### src/rtl/edci_pkg.sv
`timescale 1ns/1ps
package edci_pkg;
    localparam int REG_RISE = 0;
    localparam int REG_FALL = 1;
    localparam int REG_CTRL = 2;
    localparam int REG_STAT = 3;
    localparam int REG_CLR  = 4;

    // control register, bit 0 = master ... bit 4 = sync_mode
    typedef struct packed {
        logic sync_mode;
        logic wdt_ie;
        logic fall_ie;
        logic rise_ie;
        logic master;
    } ctrl_t;

    // sticky flags
    typedef struct packed {
        logic edge_seen;
        logic ovf;
        logic rise;
        logic fall;
        logic wdt;
    } flags_t;

    localparam int CTRL_W = $bits(ctrl_t);
    localparam int STAT_W = 6;
endpackage

### src/rtl/edci_capture.sv
`timescale 1ns/1ps
module edci_capture
    import edci_pkg::*;
#(
    parameter int WIDTH       = 8,
    parameter int SYNC_STAGES = 2
) (
    input  logic             clk_i,
    input  logic             rst_ni,
    input  logic [WIDTH-1:0] port_i,
    input  logic             sync_mode_i,
    input  logic [WIDTH-1:0] rise_en_i,
    input  logic [WIDTH-1:0] fall_en_i,
    output logic [WIDTH-1:0] rise_hit_o,
    output logic [WIDTH-1:0] fall_hit_o
);
    localparam int LAST = SYNC_STAGES - 1;

    typedef struct packed {
        logic [SYNC_STAGES-1:0][WIDTH-1:0] chain;
        logic [WIDTH-1:0]                  prev;
    } cap_t;

    cap_t cap_d, cap_q;
    logic [WIDTH-1:0] sel;

    always_comb begin
        cap_d          = cap_q;
        sel            = sync_mode_i ? cap_q.chain[LAST] : cap_q.chain[0];
        cap_d.chain[0] = port_i;
        for (int s = 1; s < SYNC_STAGES; s++) begin
            cap_d.chain[s] = cap_q.chain[s-1];
        end
        cap_d.prev = sel;
    end

    genvar b;
    generate
        for (b = 0; b < WIDTH; b++) begin : g_lane
            assign rise_hit_o[b] = rise_en_i[b] &  sel[b] & ~cap_q.prev[b];
            assign fall_hit_o[b] = fall_en_i[b] & ~sel[b] &  cap_q.prev[b];
        end
    endgenerate

    always_ff @(posedge clk_i or negedge rst_ni) begin
        if (!rst_ni) cap_q <= '0;
        else         cap_q <= cap_d;
    end
endmodule

### src/rtl/edci_status.sv
`timescale 1ns/1ps
module edci_status
    import edci_pkg::*;
#(
    parameter int WIDTH = 8
) (
    input  logic             clk_i,
    input  logic             rst_ni,
    input  logic [WIDTH-1:0] rise_hit_i,
    input  logic [WIDTH-1:0] fall_hit_i,
    input  logic             wdt_pulse_i,
    input  logic             clr_edge_i,
    input  logic             clr_wdt_i,
    input  ctrl_t            ctrl_i,
    output flags_t           flags_o,
    output logic             irq_o
);
    flags_t fl_d, fl_q;
    logic any_rise, any_fall, irq;

    always_comb begin
        any_rise = |rise_hit_i;
        any_fall = |fall_hit_i;
        irq = ctrl_i.master & ((ctrl_i.rise_ie & fl_q.rise) |
                               (ctrl_i.fall_ie & fl_q.fall) |
                               (ctrl_i.wdt_ie  & fl_q.wdt));
        fl_d = fl_q;
        if (clr_edge_i) begin
            fl_d.edge_seen = 1'b0;
            fl_d.ovf       = 1'b0;
            fl_d.rise      = 1'b0;
            fl_d.fall      = 1'b0;
        end
        if (clr_wdt_i) fl_d.wdt = 1'b0;
        // new events take priority over a clear in the same cycle
        if (any_rise) fl_d.rise = 1'b1;
        if (any_fall) fl_d.fall = 1'b1;
        if (any_rise | any_fall) fl_d.edge_seen = 1'b1;
        if ((any_rise | any_fall) & irq) fl_d.ovf = 1'b1;
        if (wdt_pulse_i) fl_d.wdt = 1'b1;
    end

    assign flags_o = fl_q;
    assign irq_o   = irq;

    always_ff @(posedge clk_i or negedge rst_ni) begin
        if (!rst_ni) fl_q <= '0;
        else         fl_q <= fl_d;
    end
endmodule

### src/rtl/edci_regs.sv
`timescale 1ns/1ps
module edci_regs
    import edci_pkg::*;
#(
    parameter int WIDTH  = 8,
    parameter int ADDR_W = 3
) (
    input  logic              clk_i,
    input  logic              rst_ni,
    input  logic              wr_en_i,
    input  logic [ADDR_W-1:0] wr_addr_i,
    input  logic [WIDTH-1:0]  wr_data_i,
    input  logic [ADDR_W-1:0] rd_addr_i,
    input  flags_t            flags_i,
    input  logic              irq_i,
    output logic [WIDTH-1:0]  rise_en_o,
    output logic [WIDTH-1:0]  fall_en_o,
    output ctrl_t             ctrl_o,
    output logic              clr_edge_o,
    output logic              clr_wdt_o,
    output logic [WIDTH-1:0]  rd_data_o
);
    typedef struct packed {
        logic [WIDTH-1:0] rise_en;
        logic [WIDTH-1:0] fall_en;
        ctrl_t            ctrl;
    } regs_t;

    regs_t rg_d, rg_q;
    logic [STAT_W-1:0] stat_view;

    always_comb begin
        rg_d       = rg_q;
        clr_edge_o = 1'b0;
        clr_wdt_o  = 1'b0;
        if (wr_en_i) begin
            case (wr_addr_i)
                ADDR_W'(REG_RISE): rg_d.rise_en = wr_data_i;
                ADDR_W'(REG_FALL): rg_d.fall_en = wr_data_i;
                ADDR_W'(REG_CTRL): rg_d.ctrl    = ctrl_t'(wr_data_i[CTRL_W-1:0]);
                ADDR_W'(REG_CLR): begin
                    clr_edge_o = wr_data_i[0];
                    clr_wdt_o  = wr_data_i[1];
                end
                default: ;
            endcase
        end
    end

    always_comb begin
        stat_view = {flags_i.wdt, flags_i.fall, flags_i.rise,
                     irq_i, flags_i.ovf, flags_i.edge_seen};
        case (rd_addr_i)
            ADDR_W'(REG_RISE): rd_data_o = rg_q.rise_en;
            ADDR_W'(REG_FALL): rd_data_o = rg_q.fall_en;
            ADDR_W'(REG_CTRL): rd_data_o = WIDTH'(rg_q.ctrl);
            ADDR_W'(REG_STAT): rd_data_o = WIDTH'(stat_view);
            default:           rd_data_o = '0;
        endcase
    end

    assign rise_en_o = rg_q.rise_en;
    assign fall_en_o = rg_q.fall_en;
    assign ctrl_o    = rg_q.ctrl;

    always_ff @(posedge clk_i or negedge rst_ni) begin
        if (!rst_ni) rg_q <= '0;
        else         rg_q <= rg_d;
    end
endmodule

### src/rtl/edci_top.sv
`timescale 1ns/1ps
module edci_top
    import edci_pkg::*;
#(
    parameter int WIDTH       = 8,
    parameter int SYNC_STAGES = 2,
    parameter int ADDR_W      = 3
) (
    input  logic              clk_i,
    input  logic              rst_ni,
    input  logic [WIDTH-1:0]  port_i,
    input  logic              wdt_expire_i,
    input  logic              wr_en_i,
    input  logic [ADDR_W-1:0] wr_addr_i,
    input  logic [WIDTH-1:0]  wr_data_i,
    input  logic [ADDR_W-1:0] rd_addr_i,
    output logic [WIDTH-1:0]  rd_data_o,
    output logic              irq_o
);
    logic [WIDTH-1:0] rise_en_w, fall_en_w, rise_hit_w, fall_hit_w;
    ctrl_t            ctrl_w;
    flags_t           flags_w;
    logic             clr_edge_w, clr_wdt_w, irq_w;

    edci_regs #(.WIDTH(WIDTH), .ADDR_W(ADDR_W)) u_regs (
        .clk_i(clk_i), .rst_ni(rst_ni),
        .wr_en_i(wr_en_i), .wr_addr_i(wr_addr_i), .wr_data_i(wr_data_i),
        .rd_addr_i(rd_addr_i), .flags_i(flags_w), .irq_i(irq_w),
        .rise_en_o(rise_en_w), .fall_en_o(fall_en_w), .ctrl_o(ctrl_w),
        .clr_edge_o(clr_edge_w), .clr_wdt_o(clr_wdt_w), .rd_data_o(rd_data_o)
    );

    edci_capture #(.WIDTH(WIDTH), .SYNC_STAGES(SYNC_STAGES)) u_cap (
        .clk_i(clk_i), .rst_ni(rst_ni), .port_i(port_i),
        .sync_mode_i(ctrl_w.sync_mode),
        .rise_en_i(rise_en_w), .fall_en_i(fall_en_w),
        .rise_hit_o(rise_hit_w), .fall_hit_o(fall_hit_w)
    );

    edci_status #(.WIDTH(WIDTH)) u_stat (
        .clk_i(clk_i), .rst_ni(rst_ni),
        .rise_hit_i(rise_hit_w), .fall_hit_i(fall_hit_w),
        .wdt_pulse_i(wdt_expire_i),
        .clr_edge_i(clr_edge_w), .clr_wdt_i(clr_wdt_w),
        .ctrl_i(ctrl_w), .flags_o(flags_w), .irq_o(irq_w)
    );

    assign irq_o = irq_w;
endmodule

### config.mk
export PLATFORM = sky130hd
export DESIGN_NAME = edci_top
export DESIGN_NICKNAME = d
export VERILOG_FILES = /design/src/rtl/edci_pkg.sv /design/src/rtl/edci_capture.sv /design/src/rtl/edci_status.sv /design/src/rtl/edci_regs.sv /design/src/rtl/edci_top.sv
export SDC_FILE = /design/constraint.sdc
export NUM_CORES = 1
export LEC_CHECK = 0
export ABC_AREA = 1
export BUFFER_PORTS_ARGS = -buffer_cell sky130_fd_sc_hd__buf_2
export CAP_MARGIN = 20
export CORE_ASPECT_RATIO = 1.5
export CORE_UTILIZATION = 55
export CTS_CLUSTER_DIAMETER = 30
export DETAILED_ROUTE_END_ITERATION = 10
export PLACE_DENSITY = 0.78
export SETUP_SLACK_MARGIN = 0.3
export SLEW_MARGIN = 5
export SYNTH_ARGS = -nofsm -noshare
export SYNTH_HDL_FRONTEND = slang
export SYNTH_SLANG_ARGS = --single-unit
### constraint.sdc
create_clock -name clk_i -period 1.7 [get_ports clk_i]
set_input_delay 0.34 -clock clk_i [delete_from_list [all_inputs] [get_ports clk_i]]
set_output_delay 0.34 -clock clk_i [all_outputs]
set_load 0.01 [all_outputs]
==> metrics <==
Max Transition Viols Final=0; Crit path max-delay family=compound AO/OA/AOI/OAI gates; Die Y=78.0 µm; fraction of layout cells with a size suffix above 1=between 30% and 40%; largest stage delay on the critical path=about 0.38 ns; Max Cap Violations=0; setup ws final=-0.0537 ns; clock group share of total power=about a third; PwrDens=1130 nW/µm²; Tmin final=between 1.5 and 2 ns; crit path cell chain=buf_4 -> a22oi_1 -> o211ai_1 -> buf_2; num ports=35; FF-to-FF setup slack=~0.3 ns; Antenna diodes=0; Rows=27; largest net degree at the start of global routing=between 50 and 60; Worst VDD drop=945 µV; Leakage=roughly 1.5 nW; core area=between 3000 and 4000 µm²; Flop pwr share=46.1%; synthesized area=~2100 µm²; Initial Utilization=a little under three fifths; NumNets Final=between 300 and 400; combinational share of power=22.1%; clock tree sinks=50; Buf/Inv on CP=2; gpl congestion=around 0.85; non-filler cells, final=between 300 and 400; worst reg2reg endpoint=u_stat.flags_o[3]$_DFFE_PN0P_; placed cell count=between 300 and 400; final hold violation count=0; yosys warns=0; H-tree Lvls=2; WL/cell=approximately 14 µm; CP max-delay cell=dfrtp_1; post-synthesis instance total=between 200 and 250; worst reg2reg startpoint=u_regs.ctrl_o[4]$_DFFE_PN0P_; root buf cell=clkbuf_8; Setup Slack @ Placement=0.128 ns; Crit path required time=between 1 and 1.5 ns; 1st-iter DRT viols=66; CP max FO=2; Worst Hold Class=in -> async; # hold bufs at CTS=0; DRC viols=0; Fin Hold WS=0.00962 ns; worst-skew pair later-pin latency=roughly 0.3 ns; hpwl dp=between 3000 and 4000 µm; vias in the first global route=between 1500 and 2000; Worst Setup Start Kind=flip-flop; Routed Antenna Nets=0; CTS tree=built; Setup violations, final=2; internal power=between 2 and 2.5 mW; worst-case reg-to-reg path depth=10; grt total ovfl=0; arrival time worst endpoint=~1.4 ns; Switching Share=28.1%; syn nets=between 200 and 300; Finished Core Util=76.0%; GRT Util Overall=26.6%; RSZ-0062 raised after global routing=yes; die width=between 50 and 60 µm; synthesis-stage register bit count=50; Distinct cells, synth=19; failing checks=setup timing; CTS max path bufs=2; Num CTS Buffers=5; final WL=4910 µm; Clk pin slew, worst setup/hold paths=roughly 0.090 ns; outcome=finished, violations left; first-pass GRT wire length=a little under 8000 µm; CP Capture Type=primary output; Area growth syn-to-layout=32.3%; initial antenna violation count=0; switching power=0.892 mW; via count=~1800; FMAX=between 0.5 and 0.6 GHz; Crit Path Category=reg -> out; setup TNS=-0.0824 ns; via/cell ratio=between 5 and 6; die area=between 4000 and 5000 µm²; Slew HR=a little under three quarters; router iterations before antenna repair=4; syn_area_per_cell=~8.5 µm²; Tightest Pin Transition=about 0.43 ns; skew final=0.00234 ns; Port Buffers=34; register area share after synthesis=between 50% and 60%; part of the cycle the worst path needs=103%
placed cells by master (no fill, tap or decap), types with 5 or more instances in the layout:
cell       n
nand2_1   76
dfrtp_1   50
buf_2     31
inv_1     22
o21ai_0   20
nand2_2   16
buf_4     14
nor2_1    10
nand3_1    9
nand2_4    7
inv_2      6
clkbuf_8   6
nor2_2     5
nand3b_1   5
what timing repair did:
action,CTS,global route
gates resized for setup,40,23
buffers inserted,12,3
setup endpoints to repair,11,12
pin swaps,18,14
worst max path at each step:
stage	from	endpoint	slack [ns]	depth (start not counted)
after floorplan	rd_addr_i[1]	rd_data_o[6]	0.46	3
after global placement	rd_addr_i[1]	rd_data_o[2]	0.17	5
after detailed placement	rd_addr_i[1]	rd_data_o[2]	0.13	5
after CTS	u_stat.flags_o[0]$_DFFE_PN0P_	rd_data_o[2]	0.07	7
after global routing	u_stat.flags_o[0]$_DFFE_PN0P_	rd_data_o[2]	-0.05	7
final	u_regs.ctrl_o[3]$_DFFE_PN0P_	rd_data_o[3]	-0.05	4
worst register-to-register path: cells and delay by family, from the launching register on:
family	cells	cell delay, ns
buffers and inverters	2	0.28
AND/OR/NAND/NOR	7	0.50
flip-flops	1	0.40
AO/OA/AOI/OAI	1	0.12
sequential cells by signal, indices dropped and copies added (netlist names):
signal / cells
u_cap.cap_d: 8
u_cap.cap_q: 16
u_regs.ctrl_o: 5
u_regs.fall_en_o: 8
u_regs.rise_en_o: 8
u_stat.flags_o: 5
layout make-up:
type / instances / area (µm²)
inverter: 31 / 124
timing repair buffer: 52 / 360
tap: 43 / 53.8
clock buffer: 6 / 82.6
multi-input combinational: 165 / 868
sequential: 50 / 1250
fill: 260 / 882
clock inverter: 2 / 60.1
Yosys cell counts:
cell,number,area share (%)
o21bai_1,1,0.35
a22oi_1,2,0.71
nand2_2,3,0.89
o221ai_1,1,0.41
inv_1,31,5.5
nor2_1,15,2.7
nand3_1,10,2.4
buf_4,1,0.35
o21ai_0,22,5.2
clkbuf_1,1,0.18
nand2_1,96,17
buf_2,1,0.24
nor3_1,2,0.47
nor2_2,1,0.30
o211ai_1,2,0.71
o21ai_1,2,0.47
o2111ai_1,3,1.2
dfrtp_1,50,59
nand3b_1,5,1.8
routing by layer:
metal	global-route usage, %	vias up	share of wire [%]
met3	4.90	17	3.6
met5	0	-	0
met1	31.9	879	40
met4	14.5	0	4.2
li1	-	893	-
met2	43.5	60	53
metrics by stage:
step | instance area [µm²] | power, mW
2_1_floorplan | 2120 | 1.78
3_3_place_gp | 2360 | 1.97
3_5_place_dp | 2360 | 1.98
4_1_cts | 2700 | 3.13
5_1_grt | 2800 | 3.32
6_report | 2800 | 3.17
power groups by stage:
stage	Sequential (mW)	Combinational, mW	Clock [mW]
after floorplan	1.44	0.336	0
after global placement	1.48	0.484	0
after detailed placement	1.49	0.495	0
after CTS	1.46	0.642	1.03
after global routing	1.48	0.781	1.06
final	1.46	0.702	1.01
logic make-up after synthesis:
group                  Yosys count  synth area share [%]
AOI/OAI and AO/OA               33                  9.11
DFF                             50                  59.1
buffers and inverters           34                  6.27
and+or+nand+nor                132                  25.5
Power figures use the tool's default switching activity.
